File: src/rtl/wiper_pkg.sv
package wiper_pkg;
  parameter int CODE_W  = 7;
  parameter int FRAME_W = CODE_W + 1;

  typedef enum logic [2:0] {
    LINK_IDLE,
    LINK_ADDR,
    LINK_WRITE,
    LINK_READ,
    LINK_SKIP
  } link_state_e;

  // Address field sits above the direction bit.
  function automatic logic addr_hit(logic [FRAME_W-1:0] frame, logic [CODE_W-1:0] dev);
    return frame[FRAME_W-1:1] == dev;
  endfunction

  // Outgoing read frame: top bit forced to zero.
  function automatic logic [FRAME_W-1:0] read_frame(logic [CODE_W-1:0] code);
    return {1'b0, code};
  endfunction

  // Write payload: top bit discarded.
  function automatic logic [CODE_W-1:0] payload(logic [FRAME_W-1:0] frame);
    return frame[CODE_W-1:0];
  endfunction

  // Bit sent in slot idx, MSB first.
  function automatic logic frame_bit(logic [FRAME_W-1:0] frame, int unsigned idx);
    return frame[FRAME_W-1-idx];
  endfunction
endpackage

File: src/rtl/wiper_line_sync.sv
module wiper_line_sync #(
  parameter int STAGES = 2
) (
  input  logic clk,
  input  logic rst_n,
  input  logic line_raw,
  output logic line_q,
  output logic line_prev
);
  logic [STAGES-1:0] chain;

  always_ff @(posedge clk or negedge rst_n) begin
    if (!rst_n) begin
      chain     <= '1;
      line_prev <= 1'b1;
    end else begin
      chain     <= {chain[STAGES-2:0], line_raw};
      line_prev <= chain[STAGES-1];
    end
  end

  assign line_q = chain[STAGES-1];
endmodule

File: src/rtl/wiper_store.sv
module wiper_store #(
  parameter int              CODE_W     = 7,
  parameter logic [CODE_W-1:0] RESET_CODE = 7'h40
) (
  input  logic              clk,
  input  logic              rst_n,
  input  logic              load_en,
  input  logic [CODE_W-1:0] load_val,
  output logic [CODE_W-1:0] code
);
  always_ff @(posedge clk or negedge rst_n) begin
    if (!rst_n)       code <= RESET_CODE;
    else if (load_en) code <= load_val;
  end
endmodule

File: src/rtl/wiper_link_fsm.sv
module wiper_link_fsm
  import wiper_pkg::*;
#(
  parameter logic [CODE_W-1:0] DEV_ADDR = 7'h2E
) (
  input  logic              clk,
  input  logic              rst_n,
  input  logic              scl_q,
  input  logic              scl_p,
  input  logic              sda_q,
  input  logic              sda_p,
  input  logic [CODE_W-1:0] cur_code,
  output logic              sda_pull,
  output logic              start_evt,
  output logic              stop_evt,
  output logic              scl_rise,
  output logic              scl_fall,
  output logic              wr_load,
  output logic [CODE_W-1:0] load_val,
  output logic              skip_mode
);
  localparam int CNT_W = $clog2(FRAME_W + 2);
  localparam logic [CNT_W-1:0] CNT_BYTE = CNT_W'(FRAME_W);
  localparam logic [CNT_W-1:0] CNT_ACK  = CNT_W'(FRAME_W + 1);

  link_state_e        state;
  logic [CNT_W-1:0]   bit_cnt;
  logic [FRAME_W-1:0] rx;
  logic [FRAME_W-1:0] tx;
  logic               rw;
  logic               nack;
  logic               active;
  logic               byte_done;
  logic               ack_end;
  logic [FRAME_W-1:0] next_tx;

  assign scl_rise  = scl_q & ~scl_p;
  assign scl_fall  = ~scl_q & scl_p;
  assign start_evt = scl_q & scl_p & sda_p & ~sda_q;
  assign stop_evt  = scl_q & scl_p & ~sda_p & sda_q;

  assign active    = (state == LINK_ADDR) || (state == LINK_WRITE) || (state == LINK_READ);
  assign byte_done = active && scl_fall && (bit_cnt == CNT_BYTE);
  assign ack_end   = active && scl_fall && (bit_cnt == CNT_ACK);
  assign wr_load   = byte_done && (state == LINK_WRITE);
  assign load_val  = payload(rx);
  assign skip_mode = (state == LINK_SKIP);
  assign next_tx   = read_frame(cur_code);

  always_ff @(posedge clk or negedge rst_n) begin
    if (!rst_n) begin
      state    <= LINK_IDLE;
      bit_cnt  <= '0;
      rx       <= '0;
      tx       <= '0;
      rw       <= 1'b0;
      nack     <= 1'b0;
      sda_pull <= 1'b0;
    end else if (start_evt) begin
      state    <= LINK_ADDR;
      bit_cnt  <= '0;
      sda_pull <= 1'b0;
    end else if (stop_evt) begin
      state    <= LINK_IDLE;
      bit_cnt  <= '0;
      sda_pull <= 1'b0;
    end else if (active) begin
      if (scl_rise) begin
        if (bit_cnt < CNT_BYTE) begin
          rx      <= {rx[FRAME_W-2:0], sda_q};
          bit_cnt <= bit_cnt + 1'b1;
        end else if (bit_cnt == CNT_BYTE) begin
          nack    <= sda_q;
          bit_cnt <= bit_cnt + 1'b1;
        end
      end else if (byte_done) begin
        case (state)
          LINK_ADDR: begin
            if (addr_hit(rx, DEV_ADDR)) begin
              sda_pull <= 1'b1;
              rw       <= rx[0];
            end else begin
              state    <= LINK_SKIP;
              sda_pull <= 1'b0;
            end
          end
          LINK_WRITE: sda_pull <= 1'b1;
          default:    sda_pull <= 1'b0;
        endcase
      end else if (ack_end) begin
        bit_cnt <= '0;
        case (state)
          LINK_ADDR: begin
            if (rw) begin
              state    <= LINK_READ;
              tx       <= next_tx;
              sda_pull <= ~frame_bit(next_tx, 0);
            end else begin
              state    <= LINK_WRITE;
              sda_pull <= 1'b0;
            end
          end
          LINK_READ: begin
            if (nack) begin
              state    <= LINK_SKIP;
              sda_pull <= 1'b0;
            end else begin
              tx       <= next_tx;
              sda_pull <= ~frame_bit(next_tx, 0);
            end
          end
          default: sda_pull <= 1'b0;
        endcase
      end else if (scl_fall && state == LINK_READ && bit_cnt != '0) begin
        sda_pull <= ~frame_bit(tx, int'(bit_cnt));
      end
    end
  end
endmodule

File: src/rtl/wiper_i2c_slave.sv
module wiper_i2c_slave
  import wiper_pkg::*;
#(
  parameter int                SYNC_STAGES = 2,
  parameter logic [CODE_W-1:0] DEV_ADDR    = 7'h2E,
  parameter logic [CODE_W-1:0] RESET_CODE  = CODE_W'(1 << (CODE_W - 1))
) (
  input  logic              clk,
  input  logic              rst_n,
  input  logic              scl_in,
  input  logic              sda_in,
  output logic              sda_pull,
  output logic [CODE_W-1:0] wiper_code
);
  localparam int LINES = 2;

  logic [LINES-1:0] line_raw;
  logic [LINES-1:0] line_q;
  logic [LINES-1:0] line_p;
  logic             start_evt;
  logic             stop_evt;
  logic             scl_rise;
  logic             scl_fall;
  logic             wr_load;
  logic [CODE_W-1:0] load_val;
  logic             skip_mode;

  assign line_raw = {sda_in, scl_in};

  for (genvar g = 0; g < LINES; g++) begin : g_sync
    wiper_line_sync #(.STAGES(SYNC_STAGES)) u_sync (
      .clk       (clk),
      .rst_n     (rst_n),
      .line_raw  (line_raw[g]),
      .line_q    (line_q[g]),
      .line_prev (line_p[g])
    );
  end

  wiper_link_fsm #(.DEV_ADDR(DEV_ADDR)) u_link (
    .clk       (clk),
    .rst_n     (rst_n),
    .scl_q     (line_q[0]),
    .scl_p     (line_p[0]),
    .sda_q     (line_q[1]),
    .sda_p     (line_p[1]),
    .cur_code  (wiper_code),
    .sda_pull  (sda_pull),
    .start_evt (start_evt),
    .stop_evt  (stop_evt),
    .scl_rise  (scl_rise),
    .scl_fall  (scl_fall),
    .wr_load   (wr_load),
    .load_val  (load_val),
    .skip_mode (skip_mode)
  );

  wiper_store #(.CODE_W(CODE_W), .RESET_CODE(RESET_CODE)) u_store (
    .clk      (clk),
    .rst_n    (rst_n),
    .load_en  (wr_load),
    .load_val (load_val),
    .code     (wiper_code)
  );
endmodule

File: config.mk
export PLATFORM = sky130hd
export DESIGN_NAME = wiper_i2c_slave
export DESIGN_NICKNAME = d
export VERILOG_FILES = /design/src/rtl/wiper_pkg.sv /design/src/rtl/wiper_line_sync.sv /design/src/rtl/wiper_store.sv /design/src/rtl/wiper_link_fsm.sv /design/src/rtl/wiper_i2c_slave.sv
export SDC_FILE = /design/constraint.sdc
export NUM_CORES = 1
export LEC_CHECK = 0
export BUFFER_PORTS_ARGS = -buffer_cell sky130_fd_sc_hd__buf_2
export CAP_MARGIN = 15
export CORE_AREA = 4 4 62 64
export DETAILED_ROUTE_END_ITERATION = 8
export DIE_AREA = 0 0 66 68
export PLACE_DENSITY = 0.83
export SETUP_SLACK_MARGIN = 0.05
export SKIP_LAST_GASP = 1
export SLEW_MARGIN = 10
export SYNTH_ARGS = -nofsm -noshare
export SYNTH_HDL_FRONTEND = slang
export SYNTH_SLANG_ARGS = --single-unit
File: constraint.sdc
create_clock -name clk -period 2.7 [get_ports clk]
set_clock_uncertainty 0.15 [all_clocks]
set_input_delay 0.27 -clock clk [delete_from_list [all_inputs] [get_ports clk]]
set_output_delay 0.27 -clock clk [all_outputs]
set_load 0.05 [all_outputs]
==> impl_metrics.tcl, run 1 <==
set metrics [dict create \
    slew_violations 0 \
    drtIter0Drc 64 \
    core_area_um2 3280 \
    via_per_inst 6.14 \
    netlist.area_leader.share_pct 40.7 \
    finalSetupViolCount 0 \
    grt_overflow 0 \
    status "completed" \
    async_reset_ff_share_pct 100 \
    regArea_um2 960 \
    core.rowCount 21 \
    worstSetupEndpointType "flop" \
    finalSetupTns_ps 0 \
    syn-num-nets 160 \
    ios 12 \
    grt_pass1_wl_um 6400 \
    n_fill_cell 253 \
    io_buffer_count 11 \
    drive_above_1_share_pct 33.1 \
    startpoint_type "flop" \
    syn_area_per_cell_um2 12.5 \
    tritoncts "yes" \
    maxCapViolCount 0 \
    synth_top_flop_cell "dfrtp_1" \
    synth_cells 153 \
    drt_drc_violations_left 0 \
    period_share_pct 87.5 \
    die_y_um 68 \
    criticalPathCategory "flop to flop" \
    final_antenna_net_count 0 \
    fin_crit_ps 2360 \
    drtPass1Iterations 4 \
    syn_area_um2 1910 \
    place.gp.congestion 0.866 \
    fp.dieArea_um2 4490 \
    ys_ff_latch 38 \
    dieWidth_um 66 \
    yosysTopAreaCell "dfrtp_1" \
    yosysSeqAreaShare_pct 50.3 \
    grt_pass1_vias 1372 \
    diodes 0 \
    synth_cell_types 44 \
    p_leak_nw 0.937 \
    synth_edf_count 0 \
    max_freq_mhz 423 \
    holdWs_ps 213 \
    initial_core_util_pct 58.1 \
    yosysWarnings 0 \
    hold_violations 0 \
    hpwl_um 2700 \
    cts_max_level 2 \
    path_max_fanout 9 \
    clk_latency_ps 340 \
    most-common-layout-cells "dfrtp_1 (31), mux2_2 (18), buf_2 (11)" \
    clockBufferDepth 2 \
    required_ps 2780 \
    hold_class "flop to flop" \
    cts.sink_count 38 \
    tightest_slew_ps 816 \
    fin_total_pwr_mw 1.30 \
    cp.arrival_ps 2440 \
    powerDensity_nw_per_um2 632 \
    fin_nets 175 \
    syn_to_final_growth_pct 8.07 \
    grt_usage_pct 19.1 \
    ir_drop_uv 401 \
    clockRootBuffer "clkbuf_4" \
    netlist_top_cells_area "dfrtp_1 (41%), mux2_2 (11%), dfstp_2 (9.6%)" \
    clk_pin_slew_ps 120 \
    final_common_cell "dfrtp_1" \
    drt_wl_total_um 3700 \
    antenna_found_initial 0 \
    fin_util_pct 62.8 \
    max_slew_margin_pct 45.6 \
    cts_made_buffers 5 \
    rsz0062_at_grt "false" \
    wl_per_cell_um 17.2 \
    grt_max_degree 39 \
    multiInputGateArea_um2 881 \
    num_vias 1321 \
]
==> Yosys cell counts, drive strengths merged (2+ instances only) <==
master / count
o211ai: 3
nand4: 2
a31oi: 2
nand4b: 2
ha: 3
buf: 3
nand2: 7
nand2b: 2
nor2b: 7
mux2: 25
nand3: 5
o21ai: 5
mux2i: 3
dfstp: 7
nor3: 3
a21oi: 6
nor2: 4
inv: 5
clkbuf: 4
dfrtp: 31
nand3b: 2
==> cell families (layout without fill, tap and decap cells) <==
kind of cell | Yosys count | in the layout | share of synthesized area, %
xor+xnor | 1 | 1 | 0.459
fa+ha+maj | 3 | 3 | 1.97
simple gates | 42 | 42 | 13.4
compound gates | 28 | 28 | 11.5
flops | 38 | 38 | 50.3
buf+inv | 12 | 28 | 3.54
mux | 29 | 29 | 18.9
==> worst paths after layout <==
check                                           from  slack (ps)  depth (start not counted)                        end
hold reg to reg            g_sync[0].u_sync.chain[0]         210                          0  g_sync[0].u_sync.chain[1]
setup reg to reg                   u_link.bit_cnt[1]         340                          5            u_link.state[1]
setup / recovery                   u_link.bit_cnt[1]         340                          5            u_link.state[1]
max in group asynchronous                      rst_n        1470                          2            u_store.code[2]
hold / removal             g_sync[0].u_sync.chain[0]         210                          0  g_sync[0].u_sync.chain[1]
min in group asynchronous                      rst_n         410                          2          u_link.bit_cnt[1]
==> registers in the layout (all words and copies together) (netlist names), 2 cells and up <==
name,cells
u_link.rx,8
u_link.tx,7
u_store.code,7
g_sync.u_sync.chain,4
u_link.bit_cnt,4
u_link.state,3
g_sync.u_sync.line_prev,2
==> cell type report <==
type	instances	area share, %
inverter	5	0.910
clock buffer	7	2.18
timing repair buffer	15	4.49
multi-input combinational	103	42.7
tap	46	2.79
clock inverter	1	0.364
sequential	38	46.5
==> worst max-delay path, cell delays in order (launching register included) <==
cell	delay (ps)
dfrtp_1	530
or4b_4	590
a311oi_1	270
o211ai_1	180
mux2_2	320
o221a_1	220
==> per-layer routing <==
layer  track usage [%]  share of wire, %
met5                 0                 0
met1              22.4                43
met2              31.3                47
met4              12.9               5.7
met3              4.43               4.3
==> report_power, final <==
group / switching, mW / leakage [nW] / internal, mW / total, mW
registers: 0.117 / 0.490 / 0.652 / 0.769
logic: 0.125 / 0.421 / 0.131 / 0.256
clock network: 0.176 / 0.0255 / 0.103 / 0.279
total: 0.418 / 0.937 / 0.885 / 1.30
==> through the flow <==
stage	cells	setup WS (ps)	instance area, um2
after floorplan	153	410	1910
after detailed placement	204	372	1980
final	215	336	2060
after global placement	204	456	1980
after global routing	215	234	2060
after CTS	215	344	2060
==> what timing repair did <==
item                                    CTS  global route
endpoints found under the hold margin    33             0
hold buffers                              3             0
endpoints found under the setup margin    0             0
resized for setup                         0             0
setup buffers                             0             0
Note: power is estimated with default switching activity, not from simulation.
==> run 2: changes to the inputs <==
--- a/config.mk
+++ b/config.mk
@@ -7,10 +7,10 @@
 export LEC_CHECK = 0
 export BUFFER_PORTS_ARGS = -buffer_cell sky130_fd_sc_hd__buf_2
 export CAP_MARGIN = 15
-export CORE_AREA = 4 4 62 64
+export CORE_AREA = 4 4 71 73
 export DETAILED_ROUTE_END_ITERATION = 8
-export DIE_AREA = 0 0 66 68
-export PLACE_DENSITY = 0.83
+export DIE_AREA = 0 0 75 77
+export PLACE_DENSITY = 0.67
 export SETUP_SLACK_MARGIN = 0.05
 export SKIP_LAST_GASP = 1
 export SLEW_MARGIN = 10
==> run 2 against run 1 <==
Effect of this change:
- die area rose by 29%
- design area grew 3.2%
- via count is 6.1% lower
- global-route usage fell by 5.5 points
- core utilization decreased by 14 points
- register-to-register slack better by 40 ps
- critical path type unchanged
- critical endpoint is now u_link.bit_cnt[0]
==> impl_metrics.tcl, run 2 (same netlist as run 1, synthesis figures left out) <==
set metrics [dict create \
    ios 12 \
    via_per_inst 5.61 \
    status "completed" \
    placed_area_um2 1990 \
    critPathTopFamily "simple AND/OR/NAND/NOR gates" \
    worst_path_most_repeated_cell "a21oi_1" \
    startpoint_type "flop" \
    maxCapViolCount 0 \
    cts_made_buffers 5 \
    powerDensity_nw_per_um2 702 \
    clk_latency_ps 290 \
    top_regs "u_link.rx x8, u_link.tx x7, u_store.code x7" \
    fin_nets 175 \
    rsz0062_at_grt "false" \
    p_leak_nw 0.963 \
    finalSetupViolCount 0 \
    die_y_um 77 \
    fin_total_pwr_mw 1.49 \
    top_register "u_link.rx" \
    num_vias 1240 \
    drtPass1Iterations 4 \
    cts_max_level 2 \
    ir_drop_uv 535 \
    drt_drc_violations_left 0 \
    tightest_slew_ps 813 \
    critPathBufInv 0 \
    hpwl_um 2540 \
    largest_register_ffs 8 \
    cpMaxStageDelayCell "or4b_4" \
    final_common_cell "dfrtp_1" \
    dieWidth_um 75 \
    grt_pass1_wl_um 6030 \
    max_slew_margin_pct 45.8 \
    cts.sink_count 38 \
    slew_violations 0 \
    cts_resized 0 \
    cts_hold_repair.buffers 3 \
    max_freq_mhz 430 \
    hold_violations 0 \
    wl_per_cell_um 16.0 \
    path_cells "or4b_4 -> nor3b_1 -> nor3_1 -> a21oi_1 -> a21oi_1" \
    fp.dieArea_um2 5780 \
    slowest_delay_ps 620 \
    most-common-layout-cells "dfrtp_1 (31), mux2_2 (18), buf_2 (11)" \
    final_antenna_net_count 0 \
    diodes 0 \
    grt_pass1_vias 1228 \
    io_buffer_count 11 \
    path_max_fanout 8 \
    cp.arrival_ps 2330 \
    grt_overflow 0 \
    core_area_um2 4350 \
    drt_wl_total_um 3530 \
    holdWs_ps 207 \
    required_ps 2710 \
    period_share_pct 86.1 \
    worstSetupEndpointType "flop" \
    tritoncts "yes" \
    place.gp.congestion 0.914 \
    core.rowCount 24 \
    fin_crit_ps 2320 \
    postCtsSetupBuffers 0 \
    antenna_found_initial 0 \
    syn_to_final_growth_pct 11.5 \
    clk_pin_slew_ps 70 \
    hold_class "flop to flop" \
    grt_usage_pct 13.6 \
    finalSetupTns_ps 0 \
    initial_core_util_pct 43.8 \
    drive_above_1_share_pct 33.7 \
    criticalPathCategory "flop to flop" \
    clockRootBuffer "clkbuf_8" \
    clockBufferDepth 2 \
    grt_max_degree 39 \
    finalInstanceArea_um2 2130 \
    drtIter0Drc 87 \
    fin_util_pct 48.9 \
]
run 2: cell count changes in the layout (fill, tap and decap cells not counted):
cell / previous run / this run
clkbuf_1: 2 / 1
clkbuf_4: 5 / 0
bufinv_16: 0 / 1
clkbuf_8: 0 / 5
run 2: through the flow:
stage,instances,setup WS (ps)
global placement,210,447
floorplan,153,410
global route,221,210
CTS,221,389
detailed placement,210,390
finish,221,377
run 2: report_power, final:
group          internal, mW  leakage (nW)  total [mW]  switching, mW
clock                 0.275        0.0514       0.471          0.196
combinational         0.130         0.421       0.253          0.122
sequential            0.652         0.490       0.769          0.116
run 2: cell type report:
type	count	area, um2
Multi-Input combinational cell	103	881
Fill cell	368	2230
Clock buffer	6	72.6
Inverter	5	18.8
Clock inverter	2	37.5
Tap cell	52	65.1
Timing Repair Buffer	15	92.6
Sequential cell	38	960
run 2: path summary, 6_finish.rpt:
kind | from | end | slack, ps | depth (start not counted)
max in group asynchronous | rst_n | u_link.tx[6] | 1440 | 2
worst max-delay path | u_link.bit_cnt[0] | u_link.bit_cnt[0] | 380 | 5
worst max register to register | u_link.bit_cnt[0] | u_link.bit_cnt[0] | 380 | 5
min in group asynchronous | rst_n | u_link.rx[5] | 450 | 2
worst min register to register | g_sync[0].u_sync.chain[0] | g_sync[0].u_sync.chain[1] | 210 | 0
worst min-delay path | g_sync[0].u_sync.chain[0] | g_sync[0].u_sync.chain[1] | 210 | 0
run 2: routing by layer:
metal	track usage [%]	wire length, um	up-vias
li1	-	-	594
met1	18.8	1620	604
met2	19.7	1710	31
met3	3.66	118	11
met4	5.87	84	0
met5	0	0	-
